## config.mk

```make
export PLATFORM = sky130hd
export DESIGN_NAME = u2phy_pwrup_seq
export DESIGN_NICKNAME = d
export VERILOG_FILES = /design/src/rtl/u2seq_pkg.sv /design/src/rtl/u2seq_us_timer.sv /design/src/rtl/u2seq_poll_ctr.sv /design/src/rtl/u2phy_pwrup_seq.sv
export SDC_FILE = /design/constraint.sdc
export NUM_CORES = 1
export LEC_CHECK = 0
export BUFFER_PORTS_ARGS = -buffer_cell sky130_fd_sc_hd__clkbuf_2
export CORE_MARGIN = 2
export CORE_UTILIZATION = 55
export CTS_CLUSTER_SIZE = 8
export DETAILED_ROUTE_END_ITERATION = 8
export PLACE_DENSITY = 0.86
export SETUP_SLACK_MARGIN = 0.1
export SLEW_MARGIN = 20
export SYNTH_ARGS = -nofsm -noshare
export SYNTH_HDL_FRONTEND = slang
export SYNTH_SLANG_ARGS = --single-unit
```

## constraint.sdc

```tcl
create_clock -name clk -period 3.4 [get_ports clk]
set_clock_uncertainty 0.05 [all_clocks]
set_input_delay 0.68 -clock clk [delete_from_list [all_inputs] [get_ports clk]]
set_output_delay 0.68 -clock clk [all_outputs]
set_load 0.05 [all_outputs]
```

## src/rtl/u2seq_pkg.sv

```systemverilog
package u2seq_pkg;

    localparam int STEP_US_W = 8;

    typedef enum logic [3:0] {
        ST_IDLE,
        ST_ISO,
        ST_IDDQ,
        ST_PCTL,
        ST_CORE,
        ST_BG,
        ST_LDO,
        ST_PWROK,
        ST_PLLPD,
        ST_UNISO,
        ST_UNIDDQ,
        ST_POLL1,
        ST_PLLRST,
        ST_POLL2
    } seq_state_e;

    typedef struct packed {
        logic       iso;
        logic       iddq;
        logic       bg_pdb;
        logic       pll_pdb;
        logic       ldo_pdb;
        logic       core_rdy;
        logic       pwr_on;
        logic       pwr_ok;
        logic       pll_rstb;
        logic       phy_rstb;
        logic       done;
        logic       fail;
        logic [1:0] mode;
    } phy_ctl_t;

    // Hold time, in microseconds, of the step entered in state s.
    function automatic logic [STEP_US_W-1:0] step_us(seq_state_e s);
        case (s)
            ST_PCTL: step_us = STEP_US_W'(160);
            ST_CORE: step_us = STEP_US_W'(50);
            ST_BG:   step_us = STEP_US_W'(200);
            ST_ISO, ST_IDDQ, ST_LDO, ST_PWROK, ST_PLLPD, ST_UNISO:
                     step_us = STEP_US_W'(10);
            default: step_us = STEP_US_W'(1);
        endcase
    endfunction

endpackage

```

## src/rtl/u2seq_us_timer.sv

```systemverilog
module u2seq_us_timer #(
    parameter int CLK_PER_US = 250,
    parameter int US_W       = 8
) (
    input  logic            clk,
    input  logic            rst_n,
    input  logic            load_i,
    input  logic [US_W-1:0] us_i,
    output logic            expire_o
);
    localparam int SUB_W = (CLK_PER_US > 1) ? $clog2(CLK_PER_US) : 1;
    localparam logic [SUB_W-1:0] SUB_TOP = SUB_W'(CLK_PER_US - 1);

    typedef struct packed {
        logic [SUB_W-1:0] sub;
        logic [US_W-1:0]  us;
    } tmr_t;

    tmr_t tmr_d, tmr_q;

    always_comb begin
        tmr_d = tmr_q;
        if (load_i) begin
            tmr_d.sub = SUB_TOP;
            tmr_d.us  = us_i - 1'b1;
        end else if (tmr_q.sub == '0) begin
            if (tmr_q.us != '0) begin
                tmr_d.sub = SUB_TOP;
                tmr_d.us  = tmr_q.us - 1'b1;
            end
        end else begin
            tmr_d.sub = tmr_q.sub - 1'b1;
        end
    end

    always_ff @(posedge clk) begin
        if (!rst_n) tmr_q <= '0;
        else        tmr_q <= tmr_d;
    end

    assign expire_o = (tmr_q.sub == '0) && (tmr_q.us == '0);

endmodule

```

## src/rtl/u2seq_poll_ctr.sv

```systemverilog
module u2seq_poll_ctr #(
    parameter int TRIES = 100
) (
    input  logic clk,
    input  logic rst_n,
    input  logic clr_i,
    input  logic inc_i,
    output logic last_o
);
    localparam int CNT_W = $clog2(TRIES + 1);
    localparam logic [CNT_W-1:0] LAST = CNT_W'(TRIES - 1);

    logic [CNT_W-1:0] cnt_d, cnt_q;

    always_comb begin
        cnt_d = cnt_q;
        if (clr_i)      cnt_d = '0;
        else if (inc_i) cnt_d = cnt_q + 1'b1;
    end

    always_ff @(posedge clk) begin
        if (!rst_n) cnt_q <= '0;
        else        cnt_q <= cnt_d;
    end

    assign last_o = (cnt_q == LAST);

endmodule

```

## src/rtl/u2phy_pwrup_seq.sv

```systemverilog
module u2phy_pwrup_seq
    import u2seq_pkg::*;
#(
    parameter int         CLK_PER_US = 250,
    parameter int         POLL_TRIES = 100,
    parameter logic [1:0] MODE_IDLE  = 2'b00,
    parameter logic [1:0] MODE_PWRUP = 2'b01,
    parameter logic [1:0] MODE_NDL   = 2'b10
) (
    input  logic       clk,
    input  logic       rst_n,
    input  logic       start_i,
    input  logic       pll_lock_i,
    output logic       iso_o,
    output logic       iddq_o,
    output logic       bg_pdb_o,
    output logic       pll_pdb_o,
    output logic       ldo_pdb_o,
    output logic       core_rdy_o,
    output logic [1:0] mode_o,
    output logic       pwr_on_o,
    output logic       pwr_ok_o,
    output logic       pll_rstb_o,
    output logic       phy_rstb_o,
    output logic       done_o,
    output logic       fail_o
);
    localparam int US_W = STEP_US_W;

    typedef struct packed {
        seq_state_e state;
        phy_ctl_t   ctl;
    } seq_t;

    seq_t            seq_d, seq_q;
    logic            tmr_load;
    logic [US_W-1:0] tmr_us;
    logic            tmr_expire;
    logic            poll_clr, poll_inc, poll_last;
    phy_ctl_t        safe_ctl;

    always_comb begin
        safe_ctl      = '0;
        safe_ctl.mode = MODE_IDLE;
    end

    u2seq_us_timer #(.CLK_PER_US(CLK_PER_US), .US_W(US_W)) u_timer (
        .clk      (clk),
        .rst_n    (rst_n),
        .load_i   (tmr_load),
        .us_i     (tmr_us),
        .expire_o (tmr_expire)
    );

    u2seq_poll_ctr #(.TRIES(POLL_TRIES)) u_poll (
        .clk    (clk),
        .rst_n  (rst_n),
        .clr_i  (poll_clr),
        .inc_i  (poll_inc),
        .last_o (poll_last)
    );

    always_comb begin
        seq_d    = seq_q;
        tmr_load = 1'b0;
        poll_clr = 1'b0;
        poll_inc = 1'b0;

        case (seq_q.state)
            ST_IDLE: begin
                if (start_i) begin
                    seq_d.ctl     = safe_ctl;
                    seq_d.ctl.iso = 1'b1;
                    seq_d.state   = ST_ISO;
                    tmr_load      = 1'b1;
                end
            end
            ST_POLL1, ST_POLL2: begin
                if (tmr_expire) begin
                    if (pll_lock_i || poll_last) begin
                        if (!pll_lock_i && seq_q.state == ST_POLL1) begin
                            // First window missed: pulse the PLL reset-bar low.
                            seq_d.ctl.pll_rstb = 1'b0;
                            seq_d.state        = ST_PLLRST;
                            tmr_load           = 1'b1;
                        end else begin
                            seq_d.ctl.mode = MODE_NDL;
                            seq_d.ctl.done = pll_lock_i;
                            seq_d.ctl.fail = !pll_lock_i;
                            seq_d.state    = ST_IDLE;
                        end
                    end else begin
                        poll_inc = 1'b1;
                        tmr_load = 1'b1;
                    end
                end
            end
            ST_PLLRST: begin
                if (tmr_expire) begin
                    seq_d.ctl.pll_rstb = 1'b1;
                    seq_d.state        = ST_POLL2;
                    poll_clr           = 1'b1;
                    tmr_load           = 1'b1;
                end
            end
            default: begin
                if (tmr_expire) begin
                    tmr_load = 1'b1;
                    case (seq_q.state)
                        ST_ISO: begin
                            seq_d.ctl.iddq = 1'b1;
                            seq_d.state    = ST_IDDQ;
                        end
                        ST_IDDQ: begin
                            seq_d.ctl.bg_pdb   = 1'b0;
                            seq_d.ctl.pll_pdb  = 1'b0;
                            seq_d.ctl.ldo_pdb  = 1'b0;
                            seq_d.ctl.core_rdy = 1'b0;
                            seq_d.ctl.mode     = MODE_PWRUP;
                            seq_d.state        = ST_PCTL;
                        end
                        ST_PCTL: begin
                            seq_d.ctl.core_rdy = 1'b1;
                            seq_d.state        = ST_CORE;
                        end
                        ST_CORE: begin
                            seq_d.ctl.bg_pdb = 1'b1;
                            seq_d.state      = ST_BG;
                        end
                        ST_BG: begin
                            seq_d.ctl.pwr_on  = 1'b1;
                            seq_d.ctl.ldo_pdb = 1'b1;
                            seq_d.state       = ST_LDO;
                        end
                        ST_LDO: begin
                            seq_d.ctl.pwr_ok = 1'b1;
                            seq_d.state      = ST_PWROK;
                        end
                        ST_PWROK: begin
                            seq_d.ctl.pll_pdb = 1'b1;
                            seq_d.state       = ST_PLLPD;
                        end
                        ST_PLLPD: begin
                            seq_d.ctl.iso = 1'b0;
                            seq_d.state   = ST_UNISO;
                        end
                        ST_UNISO: begin
                            seq_d.ctl.iddq = 1'b0;
                            seq_d.state    = ST_UNIDDQ;
                        end
                        default: begin
                            seq_d.ctl.pll_rstb = 1'b1;
                            seq_d.ctl.phy_rstb = 1'b1;
                            seq_d.state        = ST_POLL1;
                            poll_clr           = 1'b1;
                        end
                    endcase
                end
            end
        endcase

        tmr_us = step_us(seq_d.state);
    end

    always_ff @(posedge clk) begin
        if (!rst_n) begin
            seq_q.state <= ST_IDLE;
            seq_q.ctl   <= safe_ctl;
        end else begin
            seq_q <= seq_d;
        end
    end

    assign iso_o      = seq_q.ctl.iso;
    assign iddq_o     = seq_q.ctl.iddq;
    assign bg_pdb_o   = seq_q.ctl.bg_pdb;
    assign pll_pdb_o  = seq_q.ctl.pll_pdb;
    assign ldo_pdb_o  = seq_q.ctl.ldo_pdb;
    assign core_rdy_o = seq_q.ctl.core_rdy;
    assign mode_o     = seq_q.ctl.mode;
    assign pwr_on_o   = seq_q.ctl.pwr_on;
    assign pwr_ok_o   = seq_q.ctl.pwr_ok;
    assign pll_rstb_o = seq_q.ctl.pll_rstb;
    assign phy_rstb_o = seq_q.ctl.phy_rstb;
    assign done_o     = seq_q.ctl.done;
    assign fail_o     = seq_q.ctl.fail;

endmodule

```

* Word-level counts from Yosys, hierarchy flattened
Memories as Yosys holds them, arrays and structs flattened.
Index checks and enable logic that the tools add are counted.
** Operators by class
- $add $sub $neg :: 4
- Muxes and demuxes :: 47
- Reduce and logical (&&, ||, !) cells :: 40
- Bitwise logic cells :: 3
- Equality and inequality tests :: 23
** Operators by type and width (number)
- 4-bit case mux with 9 select lines :: 1
- 4-bit AND reduction :: 9
- 16-bit 2-to-1 mux :: 2
- 4-bit 2-to-1 mux :: 7
- 8-bit by 1-bit subtractor with 8-bit output, second input constant :: 3
- 4-bit == test, second input constant :: 5
- 18-bit 2-to-1 mux :: 1
- 3-bit nonzero test :: 6
- 1-bit 2-to-1 mux :: 17
- 4-bit by 3-bit == test with 1-bit output, second input constant :: 4
- 8-bit logical NOT :: 2
- 8-bit 2-to-1 mux :: 2
- 1-bit case mux with 2 select lines :: 8
- 8-bit case mux with 2 select lines :: 1
- 14-bit 2-to-1 mux :: 1
- 7-bit AND reduction :: 2
- 2-bit nonzero test :: 7
- 2-bit inequality test, second input constant :: 6
- 4-bit case mux with 3 select lines :: 1
- 9-bit OR reduction :: 1
- 4-bit by 2-bit == test with 1-bit output, second input constant :: 2
- 8-bit nonzero test :: 1
- 7-bit by 1-bit adder with 7-bit output, second input constant :: 1
- 7-bit == test, second input constant :: 1
- 17 further kinds :: 26
** Storage, ports and cells
- Bits in read-only memories :: 112
- Flip-flop bits (word level) :: 41
- Word-level logic and storage cells :: 136
- Memories :: 1
** Memories
- (name not given) :: words 16, width 7, rd ports 1, clocked after Yosys merged registers in 0, write ports 0, RTL line u2seq_pkg.sv:40 : case (s)

* Logic depth before layout (Yosys ltp)
Gate-level depths: netlist (run 1).
An unclocked memory read counts as a cell.
- Depth in word-level cells :: 9
- Mapped depth :: 18
- Depth with buffers taken out :: 17

* Modules after synthesis
Synthesis (run 1) repeated with hierarchy kept, for this count alone.
** Unflattened totals
- Cell total of the unflattened synthesis :: 334
- Area total of the unflattened synthesis :: 2687.6 µm²
** Modules (own cells, without submodules)
- u2phy_pwrup_seq :: sequential area each 360.3 µm², instances 1, cells each 177, area an instance 1321.3 µm²
- u2seq_us_timer :: sequential area each 320.3 µm², instances 1, cells each 122, area an instance 1037.2 µm²
- u2seq_poll_ctr :: sequential area each 140.1 µm², instances 1, cells each 35, area an instance 329.1 µm²

* Worst setup path before layout (run 1)
No wires, ideal clock.
- Kind :: flip-flop to flip-flop
- Start point :: register u_timer.tmr_q[8] (netlist bit)
- End point :: register u_timer.tmr_q[6] (netlist bit)
- Path buffers :: 1
- Arrival time :: 3228 ps
- Required time :: 3235 ps
- Slack :: 7 ps
- Stages on the path, launching flop included :: 19
- Path through :: dfxtp_1 inv_1 ha_1 nor3b_4 nand4_1 buf_2 nor2_1 o21ai_0 nand3_1 inv_1 ha_1 nor2_1 o31a_2 ha_1 nand2_1 a21oi_1 o31ai_1 o311a_1 o21a_1
** RTL lines
- from (decl) :: RTL line u2seq_us_timer.sv:19 : tmr_t tmr_d, tmr_q;
- from (signal assigned) :: RTL line u2seq_us_timer.sv:38 : else tmr_q <= tmr_d;

==> metrics.cfg, run 1 <==
[run_status]
status=completed

[pwr]
powerDensity_nw_per_um2=661.0
vdd_ir_drop_max_v=0.0003616
leakagePower_nw=1.466
p_total_w=0.002376

[global_route]
grt_start_max_net_pins=38
grt_first_pass_wirelength_microns=11820
globalRouteOverflowTotal=0
number_of_global_route_vias_before_repair=2571
overall_routing_resource_usage=0.2646
grt_antenna_before_repair=0

[clock_network]
tritoncts.num_buffers=5
clk-insertion-delay-late_ns=0.30
tritoncts_num_sinks=41
cts.hold.buffers_added=0
cts.path.max_buffers=2
cts_tree=done
clkTransAtPathRegs_ns=0.09
clock_tree.root_cell=clkbuf_8
clock_tree.htree_level_count=2

[routing]
postRouteWirelength_microns=8415
antenna_left=0
drt-initial-drc-count=447
wire_per_inst_microns=17.57
route.vias.total=3153
remaining_drc_errors=0
route.detailed.vias_per_inst=6.582
drt-pass1-iter-count=5

[worst_setup_path]
critPathMaxFanout=5
reg2reg_setup_slack_ns=0.004
crit_start=u_timer.tmr_q[9]
critical_path.endpoint=u_timer.tmr_q[4]
regToRegStartpoint=u_timer.tmr_q[9]
critPathRequiredTime_ns=3.54
timing.critical_path.arrival_ns=3.53
cell_depth_of_the_worst_flop_to_flop_path=19
reg2reg_to=u_timer.tmr_q[4]
startpoint_class_of_the_critical_path=flop
critPathKind=reg2reg
critical_path.endpoint_type=flop

[sta]
rsz0062_at_grt=yes
whs_ns=0.3976
hold_viol=0
fmax_mhz=294.5
final_max_slew_violation_count=0
worst_pin_slew_ns=0.6864
layout_worst_path_cycle_share=0.9987
finalSetupTns_ns=0
finalWorstPathRequiredPeriod_ns=3.396
setup_viol=0
relSlewSlack=0.5389

[synth]
postSynthAreaPerCell_sq_um=8.025
post_synth_instance_area_sq_um=2833
synth.lib_cells_used.distinct=78
seq_area_frac_synth=0.2898
synth-edff-count=0
ys_ff_latch=41
synth_top_flop_cell=dfxtp_1
synth_async_sr_flop_share=0
postSynthCellCount=353
yosysWarningCount=0
synthesis.nets=363

[die]
die_area_sq_um=5740
starting_density_of_the_core=0.5618
chipHeight_microns=75.77
fp.coreArea_sq_um=5042
io_pins=18
floorplan.rows=26
floorplan.die.width_microns=75.77

[cells_and_area]
area.growth.synth_to_final_pct=26.90
drive_gt1_frac=0.3276
antenna_cells=0
finish.net_count=418
fin_area_sq_um=3595

[worst_hold_path]
worst_hold_startpoint=mode_o[1]
holdCritPathClass=reg2reg

[placed_design]
portBuffers=17
place.detailed.hpwl_microns=5285
postPlaceCellArea_sq_um=3198
finalWeightedCongestion=0.9989

[run]
max_cap_violation_count=0

[worst min path at each step]
stage,end,depth (start not counted)
6_report,mode_o[1],2
5_1_grt,mode_o[1],2
4_1_cts,mode_o[1],2
3_5_place_dp,mode_o[1],2
3_3_place_gp,mode_o[0],2
2_1_floorplan,mode_o[0],2
[metal layers]
metal / up-vias / routed length, microns / part of all wire / track usage
li1: 1401 / - / - / -
met1: 1461 / 3301 / 0.39 / 0.3285
met2: 240 / 4027 / 0.48 / 0.4435
met3: 51 / 803 / 0.095 / 0.06085
met4: 0 / 282 / 0.034 / 0.1014
met5: - / 0 / 0 / 0
[through the flow]
stage                     utilization  std cells  setup WS [ns]
after CTS                      0.6720        470         0.1271
after global routing           0.7129        479       -0.08592
after detailed placement       0.6342        457       -0.04303
final                          0.7129        479       0.004379
after floorplan                     -        353         0.1059
after global placement         0.6342        457        0.05265
[worst max-delay path, cell delays in order (launching register included)]
cell and delay, ns:
dfxtp_2 0.33, inv_2 0.09, ha_4 0.13, nor3b_4 0.25, nand4_1 0.15, buf_6 0.17, o31ai_1 0.23, o21ai_1 0.17
nand3_2 0.11, inv_1 0.05, ha_2 0.33, nor2_2 0.04, o31a_2 0.36, ha_4 0.19, nand2_4 0.06, a21oi_4 0.04
o31ai_4 0.07, buf_4 0.16, xor2_1 0.18, o22ai_1 0.12
[cells in the mapped netlist (5+ instances only)]
cell	instances	area share
clkbuf_1	10	0.013
buf_2	6	0.011
a31oi_1	5	0.011
and2_1	8	0.018
nand3_1	5	0.0088
nor2_1	29	0.038
ha_1	6	0.027
dfxtp_1	41	0.29
nand4_1	6	0.013
o31ai_1	5	0.013
inv_1	7	0.0093
a21oi_1	17	0.030
xor2_1	8	0.025
or3_1	7	0.015
o21ai_0	20	0.035
nand2_1	49	0.065
a21boi_0	12	0.032
nor3_1	12	0.021
[layout make-up]
class / count / area, sq um
sequential: 41 / 824.5
clock buffer: 6 / 82.58
tap: 70 / 87.58
multi-input combinational: 280 / 2011
inverter: 8 / 30.03
clock inverter: 2 / 37.54
timing repair buffer: 72 / 521.8
fill: 329 / 1448
[cells in the final DEF (no fill, tap or decap), types with 5 or more instances in the layout]
master    count
xor2_1        8
and2_1        7
nand2_1      48
a31oi_1       5
nor3_1       11
a21boi_0     12
nor2_1       28
o21ai_0      17
clkbuf_8      6
dfxtp_1      38
a21oi_1      15
clkbuf_2     17
nand4_1       6
inv_1         5
buf_4        51
or3_1         6
[where the power goes]
part	internal [W]	total [W]	switching (W)
Sequential	0.000572	0.000678	0.000106
Combinational	0.000589	0.00128	0.000688
Clock	0.000239	0.000421	0.000182
[state kept, by name, summed over array words and instances (netlist names)]
name and flops:
pwr_ok_o 1, ldo_pdb_o 1, iddq_o 1, core_rdy_o 1, pwr_on_o 1, phy_rstb_o 1, seq_q 4, pll_rstb_o 1
pll_pdb_o 1, bg_pdb_o 1, u_poll.cnt_q 7, iso_o 1, mode_o 2, u_timer.tmr_q 16, done_o 1, fail_o 1
[logic make-up (layout without fill, tap and decap cells)]
logic type / after synthesis / count (layout) / share of synthesized area
flops: 41 / 41 / 0.2898
fa+ha+maj: 6 / 6 / 0.02650
xor+xnor: 10 / 10 / 0.03092
compound gates: 105 / 105 / 0.2884
buf+inv: 32 / 88 / 0.05566
simple gates: 154 / 154 / 0.2906
mux: 5 / 5 / 0.01811
[repair_timing]
action,4_1_cts,5_1_grt
setup buffers,5,9
endpoints found under the hold margin,0,0
pin swaps,5,13
resized for setup,12,27
setup endpoints to repair,2,5
Note: power is estimated with default switching activity, not from simulation.
==> inputs of run 2 (changes only) <==
Settings changed: ABC_AREA set to 1, CORE_ASPECT_RATIO set to 0.75.
==> run 2 against run 1 <==
Effect of this change:
- synthesized area fell by 7.4%
- count of clock-buffer cells in the layout increased by 1
- synthesized cell count increased by 12%
- power grew 24%
- design area down 21%
- die area shrank 6.9%
- non-clock buffer count fell by 55
- critical endpoint is now u_timer.tmr_q[6]
==> metrics.cfg, run 2 <==
[pwr]
clkPwrFrac=0.140
leakagePower_nw=1.376
cellInternalPower_w=0.001424
switching_share=0.5170
comb_power_share=0.609
p_sw_w=0.001524
powerDensity_nw_per_um2=1038
p_seq_frac=0.251
vdd_ir_drop_max_v=0.0005640

[clock_network]
cts.hold.buffers_added=0
cts.path.max_buffers=2
tritoncts_num_sinks=41
cts_tree=done
clkTransAtPathRegs_ns=0.08
clock_tree.root_cell=clkbuf_8
postCtsSetupBuffers=0
clock_tree.htree_level_count=2
clk-insertion-delay-late_ns=0.30
tritoncts.num_buffers=5

[sta]
hold_viol=0
rsz0062_at_grt=no
final_max_slew_violation_count=0
finalWorstPathRequiredPeriod_ns=3.041
setup_viol=0
relSlewSlack=0.5065
finalSetupTns_ns=0
fmax_mhz=328.8
worst_pin_slew_ns=0.7394
layout_worst_path_cycle_share=0.8944

[worst_setup_path]
critPathKind=reg2reg
startpoint_class_of_the_critical_path=flop
critical_path.endpoint=u_timer.tmr_q[6]
regToRegStartpoint=seq_q[14]
cell_depth_of_the_worst_flop_to_flop_path=23
critPathMaxFanout=9
timing.critical_path.arrival_ns=3.19
crit_start=seq_q[14]
critPathRequiredTime_ns=3.55
reg2reg_to=u_timer.tmr_q[6]
critical_path.endpoint_type=flop
reg2reg_setup_slack_ns=0.36

[run_status]
status=completed

[routing]
wire_per_inst_microns=13.64
route.vias.total=2631
postRouteWirelength_microns=6371
route.detailed.vias_per_inst=5.634
drt-pass1-iter-count=5
drt-initial-drc-count=191
remaining_drc_errors=0
antenna_left=0

[synth]
seq_area_frac_synth=0.3128
synth.lib_cells_used.distinct=45
synthesis.nets=405
synth_area_leader_cell=dfxtp_1
yosysWarningCount=0
post_synth_instance_area_sq_um=2624
synth_commonest_cells=nand2_1 (87), inv_1 (52), nor2_1 (48), dfxtp_1 (41), nand3_1 (26)
synth_top_flop_cell=dfxtp_1
postSynthCellCount=395
post-synth-top-area-fraction=0.3128
synth-edff-count=0
postSynthAreaPerCell_sq_um=6.642
synth_async_sr_flop_share=0
ys_ff_latch=41
synth.area.top_cells=dfxtp_1 (31%), nand2_1 (12%), inv_1 (7.4%)
synthMostInstantiatedCell=nand2_1

[cells_and_area]
finish.net_count=419
layout_common_cells=nand2_1 (87), inv_1 (52), nor2_1 (46)
antenna_cells=0
reg.largest.list=u_timer.tmr_q (16), u_poll.cnt_q (7), seq_q (4)
fin_area_sq_um=2841
largest_register_ff_count=16
largest-register=u_timer.tmr_q
area.growth.synth_to_final_pct=8.298
drive_gt1_frac=0.1780
most_common_library_cell_in_the_layout_ignoring_fill_and_taps=nand2_1

[global_route]
grt_first_pass_wirelength_microns=10750
number_of_global_route_vias_before_repair=2341
grt_start_max_net_pins=22
globalRouteOverflowTotal=0
grt_antenna_before_repair=0
overall_routing_resource_usage=0.2467

[placed_design]
portBuffers=17
postPlaceCellArea_sq_um=2714
place.detailed.hpwl_microns=4567
finalWeightedCongestion=0.9347

[die]
fp.coreArea_sq_um=4519
floorplan.die.width_microns=83.76
floorplan.rows=21
starting_density_of_the_core=0.5806
io_pins=18
chipHeight_microns=63.82
die_area_sq_um=5345

[run]
max_cap_violation_count=0

[worst_hold_path]
holdCritPathClass=reg2reg

## run 2: worst max-delay path, stage by stage (launching register included)
cell and delay, ns:
dfxtp_1 0.51, nand2_2 0.19, inv_2 0.09, nand2_2 0.10, nand2_8 0.12, nor2_1 0.06, nand2_1 0.10, o21ai_2 0.08
nor2_2 0.15, nor2_4 0.05, inv_1 0.08, ha_1 0.23, nand2_1 0.09, nand2_1 0.07, nand2_1 0.10, and2_1 0.13
ha_1 0.18, nand2_1 0.07, nor2_2 0.14, nand2_1 0.06, nand2_1 0.06, nand3_1 0.07, nand3_1 0.10, inv_1 0.05
## run 2: power groups by stage
stage / combinational, W / clock, W / sequential (W)
detailed placement: 0.00173 / 0 / 0.000745
CTS: 0.00175 / 0.000421 / 0.000737
global placement: 0.00169 / 0 / 0.000742
global route: 0.00198 / 0.000439 / 0.000763
floorplan: 0.00135 / 0 / 0.000815
finish: 0.00180 / 0.000412 / 0.000741
## run 2: worst min-delay path by stage
| stage | slack (ns) | end | cells past startpoint | from |
|---|---|---|---|---|
| after floorplan | 0.41 | u_poll.cnt_q[1] | 2 | u_poll.cnt_q[1] |
| after global placement | 0.39 | pwr_ok_o | 2 | pwr_ok_o |
| after detailed placement | 0.40 | pwr_on_o | 2 | pwr_on_o |
| after CTS | 0.41 | pwr_on_o | 2 | pwr_on_o |
| after global routing | 0.44 | iddq_o | 2 | iddq_o |
| final | 0.41 | pwr_ok_o | 2 | pwr_ok_o |
## run 2: repair_timing
action	in CTS	in global routing
gates resized for setup	0	5
endpoints found under the setup margin	0	1
hold endpoints to repair	0	0
## run 2: layout make-up
type / count / area (sq um)
Clock buffer: 7 / 86.33
Clock inverter: 1 / 30.03
Fill cell: 424 / 1678
Inverter: 61 / 229.0
Multi-Input combinational cell: 283 / 1516
Sequential cell: 41 / 823.3
Tap cell: 57 / 71.32
Timing Repair Buffer: 17 / 85.08
## run 2: cell families (layout without fill, tap and decap cells)
family / Yosys count / in the layout / synth area share
flops: 41 / 41 / 0.3128
fa+ha+maj: 6 / 6 / 0.02861
buf+inv: 71 / 86 / 0.1125
xor+xnor: 4 / 4 / 0.01335
simple gates: 208 / 208 / 0.3839
compound gates: 65 / 65 / 0.1488
## run 2: metrics by stage
stage               cells  total power (W)    util  setup slack [ns]  hold slack (ns)
CTS                   467         0.002912  0.6262            0.3534           0.4134
detailed placement    459         0.002471  0.6005            0.4191           0.4008
global route          467         0.003178  0.6287            0.1135           0.4376
floorplan             395         0.002166       -            0.6769           0.4062
finish                467         0.002949  0.6287            0.3591           0.4131
global placement      459         0.002429  0.6005            0.4874           0.3896
## run 2: routing by layer
metal,global-route usage,routed length [microns],up-vias
li1,-,-,1293
met1,0.3355,2982,1203
met2,0.4060,2847,118
met3,0.03876,417,17
met4,0.07661,123,0
met5,0,0,-
